<file path="config.mk">
export PLATFORM = sky130hd
export DESIGN_NAME = rtc_alarm_timer
export DESIGN_NICKNAME = d
export VERILOG_FILES = /design/src/rtl/rtc_pkg.sv /design/src/rtl/rtc_prescaler.sv /design/src/rtl/rtc_wrap_cnt.sv /design/src/rtl/rtc_alarm_cmp.sv /design/src/rtl/rtc_evt_flags.sv /design/src/rtl/rtc_alarm_timer.sv
export SDC_FILE = /design/constraint.sdc
export NUM_CORES = 1
export LEC_CHECK = 0
export ABC_AREA = 1
export BUFFER_PORTS_ARGS = -buffer_cell sky130_fd_sc_hd__buf_4
export CAP_MARGIN = 10
export CORE_ASPECT_RATIO = 2
export CORE_MARGIN = 2
export CORE_UTILIZATION = 40
export CTS_CLUSTER_SIZE = 40
export DETAILED_ROUTE_END_ITERATION = 7
export PLACE_DENSITY = 0.69
export REMOVE_ABC_BUFFERS = 1
export SYNTH_ARGS = -nofsm -noshare
export SYNTH_HDL_FRONTEND = slang
export SYNTH_SLANG_ARGS = --single-unit
</file>
<file path="constraint.sdc">
create_clock -name clk_i -period 1.6 [get_ports clk_i]
set_input_delay 0.32 -clock clk_i [delete_from_list [all_inputs] [get_ports clk_i]]
set_output_delay 0.32 -clock clk_i [all_outputs]
set_load 0.005 [all_outputs]
</file>
<file path="src/rtl/rtc_pkg.sv">
package rtc_pkg;
  localparam int unsigned PRE_W    = 8;
  localparam int unsigned SEC_W    = 6;
  localparam int unsigned MIN_W    = 6;
  localparam int unsigned HR_W     = 5;
  localparam int unsigned DAY_W    = 16;
  localparam int unsigned ADAY_W   = 5;
  localparam int unsigned ADDR_W   = 4;
  localparam int unsigned DATA_W   = 16;
  localparam int unsigned N_TAP    = 4;
  localparam int unsigned N_FLAG   = 10;

  localparam int unsigned SEC_MAX  = 59;
  localparam int unsigned MIN_MAX  = 59;
  localparam int unsigned HR_MAX   = 23;
  localparam int unsigned DAY_MAX  = (1 << DAY_W) - 1;

  // prescaler bits for the 32, 8, 2, 1 Hz taps
  localparam int unsigned TAP_BIT [N_TAP] = '{2, 4, 6, 7};

  typedef enum logic [ADDR_W-1:0] {
    A_CTRL  = 4'd0,
    A_PRESC = 4'd1,
    A_SEC   = 4'd2,
    A_MIN   = 4'd3,
    A_HR    = 4'd4,
    A_DAY   = 4'd5,
    A_IEN   = 4'd6,
    A_FLAG  = 4'd7,
    A_AMIN  = 4'd8,
    A_AHR   = 4'd9,
    A_ADAY  = 4'd10
  } reg_addr_e;

  localparam int unsigned F_ROLL_MIN = 4;
  localparam int unsigned F_ROLL_HR  = 5;
  localparam int unsigned F_ROLL_DAY = 6;
  localparam int unsigned F_ALM_MIN  = 7;
  localparam int unsigned F_ALM_HR   = 8;
  localparam int unsigned F_ALM_DAY  = 9;
endpackage

</file>
<file path="src/rtl/rtc_prescaler.sv">
module rtc_prescaler #(
  parameter int unsigned W = 8
) (
  input  logic         clk_i,
  input  logic         rst_ni,
  input  logic         adv_i,
  input  logic         clr_i,
  output logic [W-1:0] cnt_o,
  output logic [W-1:0] rise_o,
  output logic         wrap_o
);
  logic [W-1:0] cnt_q;
  logic [W-1:0] cnt_inc;

  assign cnt_inc = cnt_q + W'(1);

  always_ff @(posedge clk_i or negedge rst_ni) begin
    if (!rst_ni)     cnt_q <= '0;
    else if (clr_i)  cnt_q <= '0;
    else if (adv_i)  cnt_q <= cnt_inc;
  end

  always_comb begin
    rise_o = '0;
    wrap_o = 1'b0;
    if (adv_i && !clr_i) begin
      rise_o = ~cnt_q & cnt_inc;
      wrap_o = &cnt_q;
    end
  end

  assign cnt_o = cnt_q;
endmodule

</file>
<file path="src/rtl/rtc_wrap_cnt.sv">
module rtc_wrap_cnt #(
  parameter int unsigned W   = 6,
  parameter int unsigned MAX = 59
) (
  input  logic         clk_i,
  input  logic         rst_ni,
  input  logic         clr_i,
  input  logic         wr_i,
  input  logic [W-1:0] wdata_i,
  input  logic         inc_i,
  output logic [W-1:0] cnt_o,
  output logic         carry_o
);
  localparam logic [W-1:0] LIMIT = W'(MAX);

  logic [W-1:0] cnt_q;
  logic         at_limit;

  // >= so an out-of-range load still wraps
  assign at_limit = (cnt_q >= LIMIT);

  always_ff @(posedge clk_i or negedge rst_ni) begin
    if (!rst_ni)       cnt_q <= '0;
    else if (clr_i)    cnt_q <= '0;
    else if (wr_i)     cnt_q <= wdata_i;
    else if (inc_i)    cnt_q <= at_limit ? '0 : cnt_q + W'(1);
  end

  assign carry_o = inc_i && !clr_i && !wr_i && at_limit;
  assign cnt_o   = cnt_q;
endmodule

</file>
<file path="src/rtl/rtc_alarm_cmp.sv">
module rtc_alarm_cmp #(
  parameter int unsigned W = 6
) (
  input  logic         clk_i,
  input  logic         rst_ni,
  input  logic [W-1:0] cnt_i,
  input  logic [W-1:0] ref_i,
  output logic         hit_o
);
  logic match, match_q;

  assign match = (cnt_i == ref_i);

  // reset high: power-on equality is not an alarm
  always_ff @(posedge clk_i or negedge rst_ni) begin
    if (!rst_ni) match_q <= 1'b1;
    else         match_q <= match;
  end

  assign hit_o = match && !match_q;
endmodule

</file>
<file path="src/rtl/rtc_evt_flags.sv">
module rtc_evt_flags #(
  parameter int unsigned N = 10
) (
  input  logic         clk_i,
  input  logic         rst_ni,
  input  logic [N-1:0] set_i,
  input  logic [N-1:0] clr_i,
  input  logic [N-1:0] en_i,
  output logic [N-1:0] flags_o,
  output logic         irq_o
);
  logic [N-1:0] flag_q;

  for (genvar i = 0; i < N; i++) begin : g_flag
    always_ff @(posedge clk_i or negedge rst_ni) begin
      if (!rst_ni)        flag_q[i] <= 1'b0;
      else if (set_i[i])  flag_q[i] <= 1'b1;
      else if (clr_i[i])  flag_q[i] <= 1'b0;
    end
  end

  assign flags_o = flag_q;
  assign irq_o   = |(flag_q & en_i);
endmodule

</file>
<file path="src/rtl/rtc_alarm_timer.sv">
module rtc_alarm_timer
  import rtc_pkg::*;
(
  input  logic              clk_i,
  input  logic              rst_ni,
  input  logic              tick_i,
  input  logic              we_i,
  input  logic [ADDR_W-1:0] addr_i,
  input  logic [DATA_W-1:0] wdata_i,
  output logic [DATA_W-1:0] rdata_o,
  output logic              irq_o
);
  logic              run_q;
  logic              ctrl_wr, soft_clr, adv, cnt_wr;
  logic [PRE_W-1:0]  presc, presc_rise;
  logic              presc_wrap;
  logic [SEC_W-1:0]  sec_q;
  logic [MIN_W-1:0]  min_q;
  logic [HR_W-1:0]   hr_q;
  logic [DAY_W-1:0]  day_q;
  logic              sec_carry, min_carry, hr_carry, day_carry;
  logic [MIN_W-1:0]  alm_min_q;
  logic [HR_W-1:0]   alm_hr_q;
  logic [ADAY_W-1:0] alm_day_q;
  logic [N_FLAG-1:0] ien_q, flags, evt_set, flag_w1c;
  logic              hit_min, hit_hr, hit_day;

  assign ctrl_wr  = we_i && (addr_i == A_CTRL);
  assign soft_clr = ctrl_wr && wdata_i[1];
  assign adv      = run_q && tick_i;
  assign cnt_wr   = we_i && !run_q;

  always_ff @(posedge clk_i or negedge rst_ni) begin
    if (!rst_ni) begin
      run_q     <= 1'b0;
      ien_q     <= '0;
      alm_min_q <= '0;
      alm_hr_q  <= '0;
      alm_day_q <= '0;
    end else if (we_i) begin
      unique case (addr_i)
        A_CTRL: run_q     <= wdata_i[0];
        A_IEN:  ien_q     <= wdata_i[N_FLAG-1:0];
        A_AMIN: alm_min_q <= wdata_i[MIN_W-1:0];
        A_AHR:  alm_hr_q  <= wdata_i[HR_W-1:0];
        A_ADAY: alm_day_q <= wdata_i[ADAY_W-1:0];
        default: ;
      endcase
    end
  end

  rtc_prescaler #(.W(PRE_W)) u_presc (
    .clk_i, .rst_ni, .adv_i(adv), .clr_i(soft_clr),
    .cnt_o(presc), .rise_o(presc_rise), .wrap_o(presc_wrap)
  );

  rtc_wrap_cnt #(.W(SEC_W), .MAX(SEC_MAX)) u_sec (
    .clk_i, .rst_ni, .clr_i(soft_clr),
    .wr_i(cnt_wr && addr_i == A_SEC), .wdata_i(wdata_i[SEC_W-1:0]),
    .inc_i(presc_wrap), .cnt_o(sec_q), .carry_o(sec_carry)
  );

  rtc_wrap_cnt #(.W(MIN_W), .MAX(MIN_MAX)) u_min (
    .clk_i, .rst_ni, .clr_i(1'b0),
    .wr_i(cnt_wr && addr_i == A_MIN), .wdata_i(wdata_i[MIN_W-1:0]),
    .inc_i(sec_carry), .cnt_o(min_q), .carry_o(min_carry)
  );

  rtc_wrap_cnt #(.W(HR_W), .MAX(HR_MAX)) u_hr (
    .clk_i, .rst_ni, .clr_i(1'b0),
    .wr_i(cnt_wr && addr_i == A_HR), .wdata_i(wdata_i[HR_W-1:0]),
    .inc_i(min_carry), .cnt_o(hr_q), .carry_o(hr_carry)
  );

  rtc_wrap_cnt #(.W(DAY_W), .MAX(DAY_MAX)) u_day (
    .clk_i, .rst_ni, .clr_i(1'b0),
    .wr_i(cnt_wr && addr_i == A_DAY), .wdata_i(wdata_i[DAY_W-1:0]),
    .inc_i(hr_carry), .cnt_o(day_q), .carry_o(day_carry)
  );

  rtc_alarm_cmp #(.W(MIN_W)) u_alm_min (
    .clk_i, .rst_ni, .cnt_i(min_q), .ref_i(alm_min_q), .hit_o(hit_min)
  );

  rtc_alarm_cmp #(.W(HR_W)) u_alm_hr (
    .clk_i, .rst_ni, .cnt_i(hr_q), .ref_i(alm_hr_q), .hit_o(hit_hr)
  );

  rtc_alarm_cmp #(.W(ADAY_W)) u_alm_day (
    .clk_i, .rst_ni, .cnt_i(day_q[ADAY_W-1:0]), .ref_i(alm_day_q), .hit_o(hit_day)
  );

  for (genvar t = 0; t < N_TAP; t++) begin : g_tap
    assign evt_set[t] = presc_rise[TAP_BIT[t]];
  end
  assign evt_set[F_ROLL_MIN] = sec_carry;
  assign evt_set[F_ROLL_HR]  = min_carry;
  assign evt_set[F_ROLL_DAY] = hr_carry;
  assign evt_set[F_ALM_MIN]  = hit_min;
  assign evt_set[F_ALM_HR]   = hit_hr;
  assign evt_set[F_ALM_DAY]  = hit_day;

  assign flag_w1c = (we_i && addr_i == A_FLAG) ? wdata_i[N_FLAG-1:0] : '0;

  rtc_evt_flags #(.N(N_FLAG)) u_flags (
    .clk_i, .rst_ni, .set_i(evt_set), .clr_i(flag_w1c), .en_i(ien_q),
    .flags_o(flags), .irq_o(irq_o)
  );

  always_comb begin
    rdata_o = '0;
    unique case (addr_i)
      A_CTRL:  rdata_o = DATA_W'(run_q);
      A_PRESC: rdata_o = DATA_W'(presc);
      A_SEC:   rdata_o = DATA_W'(sec_q);
      A_MIN:   rdata_o = DATA_W'(min_q);
      A_HR:    rdata_o = DATA_W'(hr_q);
      A_DAY:   rdata_o = day_q;
      A_IEN:   rdata_o = DATA_W'(ien_q);
      A_FLAG:  rdata_o = DATA_W'(flags);
      A_AMIN:  rdata_o = DATA_W'(alm_min_q);
      A_AHR:   rdata_o = DATA_W'(alm_hr_q);
      A_ADAY:  rdata_o = DATA_W'(alm_day_q);
      default: rdata_o = '0;
    endcase
  end

  logic unused_carry;
  assign unused_carry = day_carry;
endmodule

</file>
======== Word level (Yosys, flattened, before mapping) ========
Index checks and enable logic that the tools add are counted.
storage, ports and cells
  output and inout port bits .............. 17
  bits in registers ....................... 81
  word-level logic and storage cells ...... 138
cells by class
  $add $sub $neg .......................... 5
  $lt $le $gt $ge ......................... 4
  bitwise operators ....................... 3
  equal/unequal tests ..................... 13
  reduce and logical (&&, ||, !) cells .... 51
  muxes and demuxes ....................... 39
operators with widths
  kind                   count
  $pmux 16 s11           1
  $mux 16                3
  $mux 6                 7
  $reduce_bool 2->1      14
  $mux 8                 3
  $mux 1                 21
  $logic_and 1x1->1      20
  $add 16x1->16 const B  1
  $eq 4x3->1 const B     4
  $ge 16x16->1 const B   1
  $mux 5                 3
  $add 6x1->6 const B    2
  $eq 4x4->1 const B     3
  $ge 6x6->1 const B     2
  $and 10x10->10         1
  $eq 5x5->1             2
  $mux 10                1
  $reduce_and 2->1       5
  $reduce_or 10->1       1
  $add 8x1->8 const B    1
  $and 8x8->8            1
  $eq 4x2->1 const B     2
  $logic_not 1->1        8
  $not 8->8              1
  7 further kinds        7

======== Depth between registers and ports, before layout ========
  depth in word-level cells ............... 15
  depth in mapped cells ................... 12
  depth with buffers taken out ............ 11

======== Cells and area by module ========
Synthesis repeated with hierarchy kept, for this count alone.
second synthesis, totals
  cells, all modules ...................... 897
  area, all modules ....................... 5704.2 um^2
by module, submodules not included
  module                          instances  area an instance (um^2)  cells an instance
  rtc_alarm_timer                 1          1811.7                   294
  rtc_wrap_cnt at u_day           1          1202.4                   188
  rtc_wrap_cnt at u_min ...       2          451.7                    73
  rtc_prescaler                   1          538.0                    72
  rtc_evt_flags                   1          435.4                    49
  rtc_wrap_cnt at u_hr            1          372.9                    61
  rtc_alarm_cmp at u_alm_day ...  2          136.4                    26
  rtc_alarm_cmp at u_alm_min      1          167.7                    35

======== Least setup slack after synthesis ========
Ideal clock, no wire load.
  path kind ............................... register to register
  start ................................... reg u_presc.cnt_q[0], in the netlist u_presc.cnt_o[0]
  end ..................................... reg u_day.cnt_q[0], in the netlist u_day.cnt_o[0]
  library setup time ...................... 0.117 ns
  arrival time ............................ 1.492 ns
  path buffers ............................ 1
  data required time ...................... 1.483 ns
  setup slack ............................. -0.009 ns
  cell stages (with the launch flop) ...... 10
  cells stage by stage .................... dfrtp_1 -> ha_1 -> nand3_1 -> nor2_2 -> nand3_4 -> nor2_4 -> nand3_4 -> buf_2 -> nand3_1 -> nand2_1
on the way
  cells in the longest elaborated chain, start to end .. 10
RTL lines
  item                             line                 text
  from (decl)                      rtc_prescaler.sv:12  logic [W-1:0] cnt_q;
  from (signal assigned)           rtc_prescaler.sv:20  else if (adv_i) cnt_q <= cnt_inc;
  $reduce_and 8->1                 rtc_prescaler.sv:28  wrap_o = &cnt_q;
  $mux 1                           rtc_prescaler.sv:26  if (adv_i && !clr_i) begin
  $logic_and 1x1->1 (7 in series)  rtc_wrap_cnt.sv:29   assign carry_o = inc_i && !clr_i && !wr_i && at_limit;
  $reduce_bool 2->1 (no line)      -
  to (signal assigned)             rtc_wrap_cnt.sv:25   else if (wr_i) cnt_q <= wdata_i;
  to (signal assigned)             rtc_wrap_cnt.sv:26   else if (inc_i) cnt_q <= at_limit ? '0 : cnt_q + W'(1);
  to (decl)                        rtc_wrap_cnt.sv:16   logic [W-1:0] cnt_q;
Every way passes these cells.
A chain may end at the register's enable or synchronous reset.

======== Worst setup path in the final report ========
  start ................................... reg u_flags.flag_q[3], in the netlist u_flags.flags_o[3]
  end ..................................... out irq_o
on the way
  cells in the longest elaborated chain, start to end .. 2
RTL lines
  item                               line                   text
  from (decl)                        rtc_evt_flags.sv:12    logic [N-1:0] flag_q;
  from (signal, indexed assignment)  rtc_evt_flags.sv:16    if (!rst_ni) flag_q[i] <= 1'b0;
  from (signal, indexed assignment)  rtc_evt_flags.sv:17    else if (set_i[i]) flag_q[i] <= 1'b1;
  from (signal, indexed assignment)  rtc_evt_flags.sv:18    else if (clr_i[i]) flag_q[i] <= 1'b0;
  $and 10x10->10                     rtc_evt_flags.sv:23    assign irq_o = |(flag_q & en_i);
  $reduce_or 10->1                   rtc_evt_flags.sv:23
  to (decl)                          rtc_alarm_timer.sv:11  output logic irq_o
Every way passes these cells.

==> results_tabular.tex <==
\begin{tabular}{lr}
\hline
Metric & Value \\
\hline
\multicolumn{2}{l}{\textbf{Routing}} \\
\quad WL per Instance & 19.0 um \\
\quad Iteration-0 DRC Markers & 590 \\
\quad Via total after detailed routing & 6014 \\
\quad Detail-routed via count per cell & 5.60 \\
\quad Routed wire length & 20400 um \\
\quad Number of iterations in the first detailed-routing pass & 6 \\
\quad DRC violation count after routing & 0 \\
\quad Post-route ant nets & 0 \\
\multicolumn{2}{l}{\textbf{Synth}} \\
\quad Count of flip-flops with a built-in enable after synthesis & 0 \\
\quad Largest family of logic cells by synthesized area & simple AND/OR/NAND/NOR gates \\
\quad Share of Yosys cell area claimed by the top area cell type & 38.3\% \\
\quad Synth Warn \# & 0 \\
\quad Number of distinct standard cells referenced by the synthesized netlist & 42 \\
\quad Leading register cell type out of synthesis & dfrtp\_1 \\
\quad Mapped Avg Cell Area & 7.06 um\^{}2 \\
\quad Cells taking the most area after synthesis & dfrtp\_1 38\%, nand2\_1 16\%, nand3\_1 7.2\% \\
\quad Multiplexer fraction of the synthesized cell area & 0\% \\
\quad Cell type contributing the most total cell area after synthesis & dfrtp\_1 \\
\quad Part of the Yosys area used for sequential elements & 39.8\% \\
\quad FF+latch count, synth & 81 \\
\quad Share of synthesized registers carrying an async set or reset & 100\% \\
\quad Post-synthesis compound-gate area fraction & 13.3\% \\
\quad Synth Area in Adders & 2.21\% \\
\quad Number of instances in the synthesized netlist & 723 \\
\quad Synth Cell Area & 0.00510 mm\^{}2 \\
\quad Post-Synth XOR/XNOR Area & 2.57\% \\
\quad Simple-gate area share of the yosys netlist & 33.7\% \\
\multicolumn{2}{l}{\textbf{Cells and area}} \\
\quad Commonest non-fill, non-tap cells in the layout & 189 x nand2\_1, 166 x buf\_4, 72 x dfrtp\_1, 64 x inv\_1, 59 x o21ai\_0 \\
\quad Footprint of the multi-input gates & 0.00326 mm\^{}2 \\
\quad Sequential Area & 0.00204 mm\^{}2 \\
\quad Commonest non-fill, non-tap cell in the layout & nand2\_1 \\
\quad Fraction of the core area covered by cells at the end of the flow & 63.0\% \\
\quad Final standard cell area without fillers & 0.00786 mm\^{}2 \\
\quad Number of fill cells in the layout & 1070 \\
\quad Synthesis-to-layout area growth & 54.0\% \\
\quad Total number of nets in the final design & 951 \\
\quad Diode insertion count for antenna repair & 0 \\
\quad Fraction of layout cells with a size suffix above 1 & 41.4\% \\
\multicolumn{2}{l}{\textbf{Worst hold path}} \\
\quad Hold Path Origin & wdata\_i[0] \\
\quad Path class of the lowest-slack min-delay path & input port to register \\
\multicolumn{2}{l}{\textbf{Power and ir drop}} \\
\quad Worst VDD drop & 621 uV \\
\quad Combinational group share of total power & 37.8\% \\
\quad Cell Int Power & 5.24 mW \\
\quad Cell area power density & 1040 mW/mm\^{}2 \\
\quad Net switching fraction of the power & 35.9\% \\
\quad Fraction of power consumed by the clock network & 26.1\% \\
\quad Post-layout power & 8.17 mW \\
\quad Share of power burned in registers & 36.2\% \\
\quad Static power due to leakage & 3.96 nW \\
\quad Sw power & 2.93 mW \\
\multicolumn{2}{l}{\textbf{Timing}} \\
\quad Fin crit period & 1800 ps \\
\quad Final cycle utilization of the critical path & 113\% \\
\quad Total Neg Setup Slack & -2920 ps \\
\quad Number of pins exceeding their max-slew limit in the final report & 0 \\
\quad Total count of hold-check failures in the final report & 0 \\
\quad Maximum frequency from static timing analysis & 555 MHz \\
\quad Total setup violations reported at the end of the flow & 33 \\
\quad Worst rel slew slack & 66.2\% \\
\quad Crit path setup slack, layout & -203 ps \\
\quad Slew at the pin closest to its max-slew limit & 505 ps \\
\quad RSZ-0062 raised after global routing & yes \\
\quad Worst-case clock skew & 6.76 ps \\
\multicolumn{2}{l}{\textbf{Floorplan}} \\
\quad Top-level port count & 41 \\
\quad Die X-Extent & 83.9 um \\
\quad Effective utilization at floorplan & 40.9\% \\
\quad Height of the chip & 164 um \\
\quad Floorplan core area & 0.0125 mm\^{}2 \\
\quad Row Count & 58 \\
\quad Full die area & 0.0137 mm\^{}2 \\
\multicolumn{2}{l}{\textbf{GRT}} \\
\quad Maximum number of pins on one net before global-route repair & 27 \\
\quad Residual overflow from global routing & 0 \\
\quad Initial antenna violation count & 0 \\
\quad Global-route usage over all layers & 30.1\% \\
\quad Number of global-route vias before repair & 6351 \\
\quad First-pass GRT wire length & 31800 um \\
\multicolumn{2}{l}{\textbf{Outcome}} \\
\quad Run status & finished, violations left \\
\quad Violations in the final reports & negative setup slack \\
\multicolumn{2}{l}{\textbf{Setup path}} \\
\quad Reg-to-reg critical path startpoint & u\_sec.cnt\_o[1] \\
\quad Critical path capture point & irq\_o \\
\quad Kind of end point of the critical path & output pin \\
\quad Arr. time, crit path & 1480 ps \\
\quad R2r setup slk & -150 ps \\
\quad Startpoint of the worst setup timing path & u\_flags.flags\_o[3] \\
\quad Sort of element at the start of the critical path & register \\
\quad Worst reg-to-reg path cell count & 9 \\
\quad Worst R2R End & u\_day.cnt\_o[3] \\
\quad Highest fanout seen on the critical path & 2 \\
\quad Required time of the critical path & 1280 ps \\
\quad Crit Path Class & register to output pin \\
\multicolumn{2}{l}{\textbf{Flow run}} \\
\quad Number of max-capacitance violations reported & 0 \\
\multicolumn{2}{l}{\textbf{CTS}} \\
\quad CTS tree & built \\
\quad Clock latency of the later-clocked register in the worst-skew pair & 350 ps \\
\quad Number of buffers created by CTS & 9 \\
\quad Number of sinks driven by the clock tree & 81 \\
\quad Clock transition time at the flip-flop clock pins of the worst setup and hold paths & 60 ps \\
\quad Level count of the clock H-tree & 3 \\
\quad Clock buffer depth & 2 \\
\quad Clk Tree Root Cell & clkbuf\_16 \\
\multicolumn{2}{l}{\textbf{Place}} \\
\quad Final GP Congestion & 0.963 \\
\quad DP Wirelength & 14600 um \\
\quad Placed cell area & 0.00641 mm\^{}2 \\
\quad Buffers on Ports & 40 \\
\hline
\end{tabular}
-- how the worst min path moves through the flow --
stage / slack, ps / to / cells after the start
detailed placement: 190 / u_flags.flags_o[1] / 1
global route: 250 / u_min.cnt_o[0] / 3
floorplan: 20 / alm_day_q[0] / 0
CTS: 210 / u_min.cnt_o[0] / 3
finish: 230 / u_min.cnt_o[0] / 3
global placement: 200 / u_presc.cnt_o[0] / 1
-- registers in the layout (all words and copies together), names as in the netlist, 6 cells and up --
register	cells
alm_min_q	6
u_min.cnt_o	6
u_sec.cnt_o	6
u_presc.cnt_o	8
ien_q	10
u_flags.flags_o	10
u_day.cnt_o	16
-- layout make-up --
type | count | share of cell area [%]
sequential | 81 | 25.9
tap | 150 | 2.39
timing repair buffer | 199 | 21.5
clock inverter | 5 | 0.717
multi-input combinational | 534 | 41.4
inverter | 93 | 4.92
clock buffer | 11 | 3.09
-- cell usage after synthesis, types with 3 or more instances --
master,count
buf_2,4
a21oi_1,20
nand2_1,219
ha_1,9
xor2_1,8
o22ai_1,13
nand4_1,21
o211ai_1,3
clkbuf_1,8
nor2_2,6
nand3_1,73
nor2_1,48
dfrtp_1,78
a22oi_1,3
nand2_4,3
xnor2_1,7
dfstp_2,3
inv_1,85
o21ai_0,69
nor3_1,4
inv_2,7
-- per-stage QoR --
step                      instances  setup slack, ps  hold slack, ps
after floorplan                 707             -102            24.4
after global placement         1006             -188             197
after detailed placement       1006             -202             195
after CTS                      1064             -195             211
after global routing           1073             -234             251
final                          1073             -203             234
-- power by group through the flow --
stage / clock network, mW / logic (mW) / registers (mW)
finish: 2.13 / 3.09 / 2.96
global route: 2.22 / 3.34 / 2.99
CTS: 2.14 / 2.80 / 2.92
detailed placement: 0 / 2.32 / 2.95
global placement: 0 / 2.28 / 2.93
floorplan: 0 / 1.11 / 2.90
-- logic make-up after synthesis --
| logic type | after synthesis |
|---|---|
| and+or+nand+nor | 387 |
| AOI/OAI and AO/OA | 122 |
| buffers and inverters | 109 |
| DFF | 81 |
| xor gates and xnor gates | 15 |
| adders and majority gates | 9 |
-- worst max-delay path, stage by stage, from the launching register on --
cell and delay (ps):
dfrtp_1 390, inv_2 110, o21ai_1 80, a221oi_1 220, nand4_1 170, buf_4 170
-- metal layers --
metal | global-route usage, % | routed length [um] | part of all wire (%)
met1 | 27.6 | 6510 | 32
met2 | 55.3 | 10700 | 52
met3 | 4.42 | 1050 | 5.1
met4 | 27.9 | 2130 | 10
met5 | 0 | 0 | 0
-- what timing repair did --
| item | 4_1_cts | 5_1_grt |
|---|---|---|
| setup endpoints to repair | 38 | 50 |
| hold endpoints to repair | 11 | 0 |
| setup buffers | 41 | 10 |
| pin swaps | 55 | 33 |
| gates resized for setup | 145 | 78 |
| gates cloned | 2 | 0 |
| hold buffers | 1 | 0 |
(Power assumes the default switching activity.)
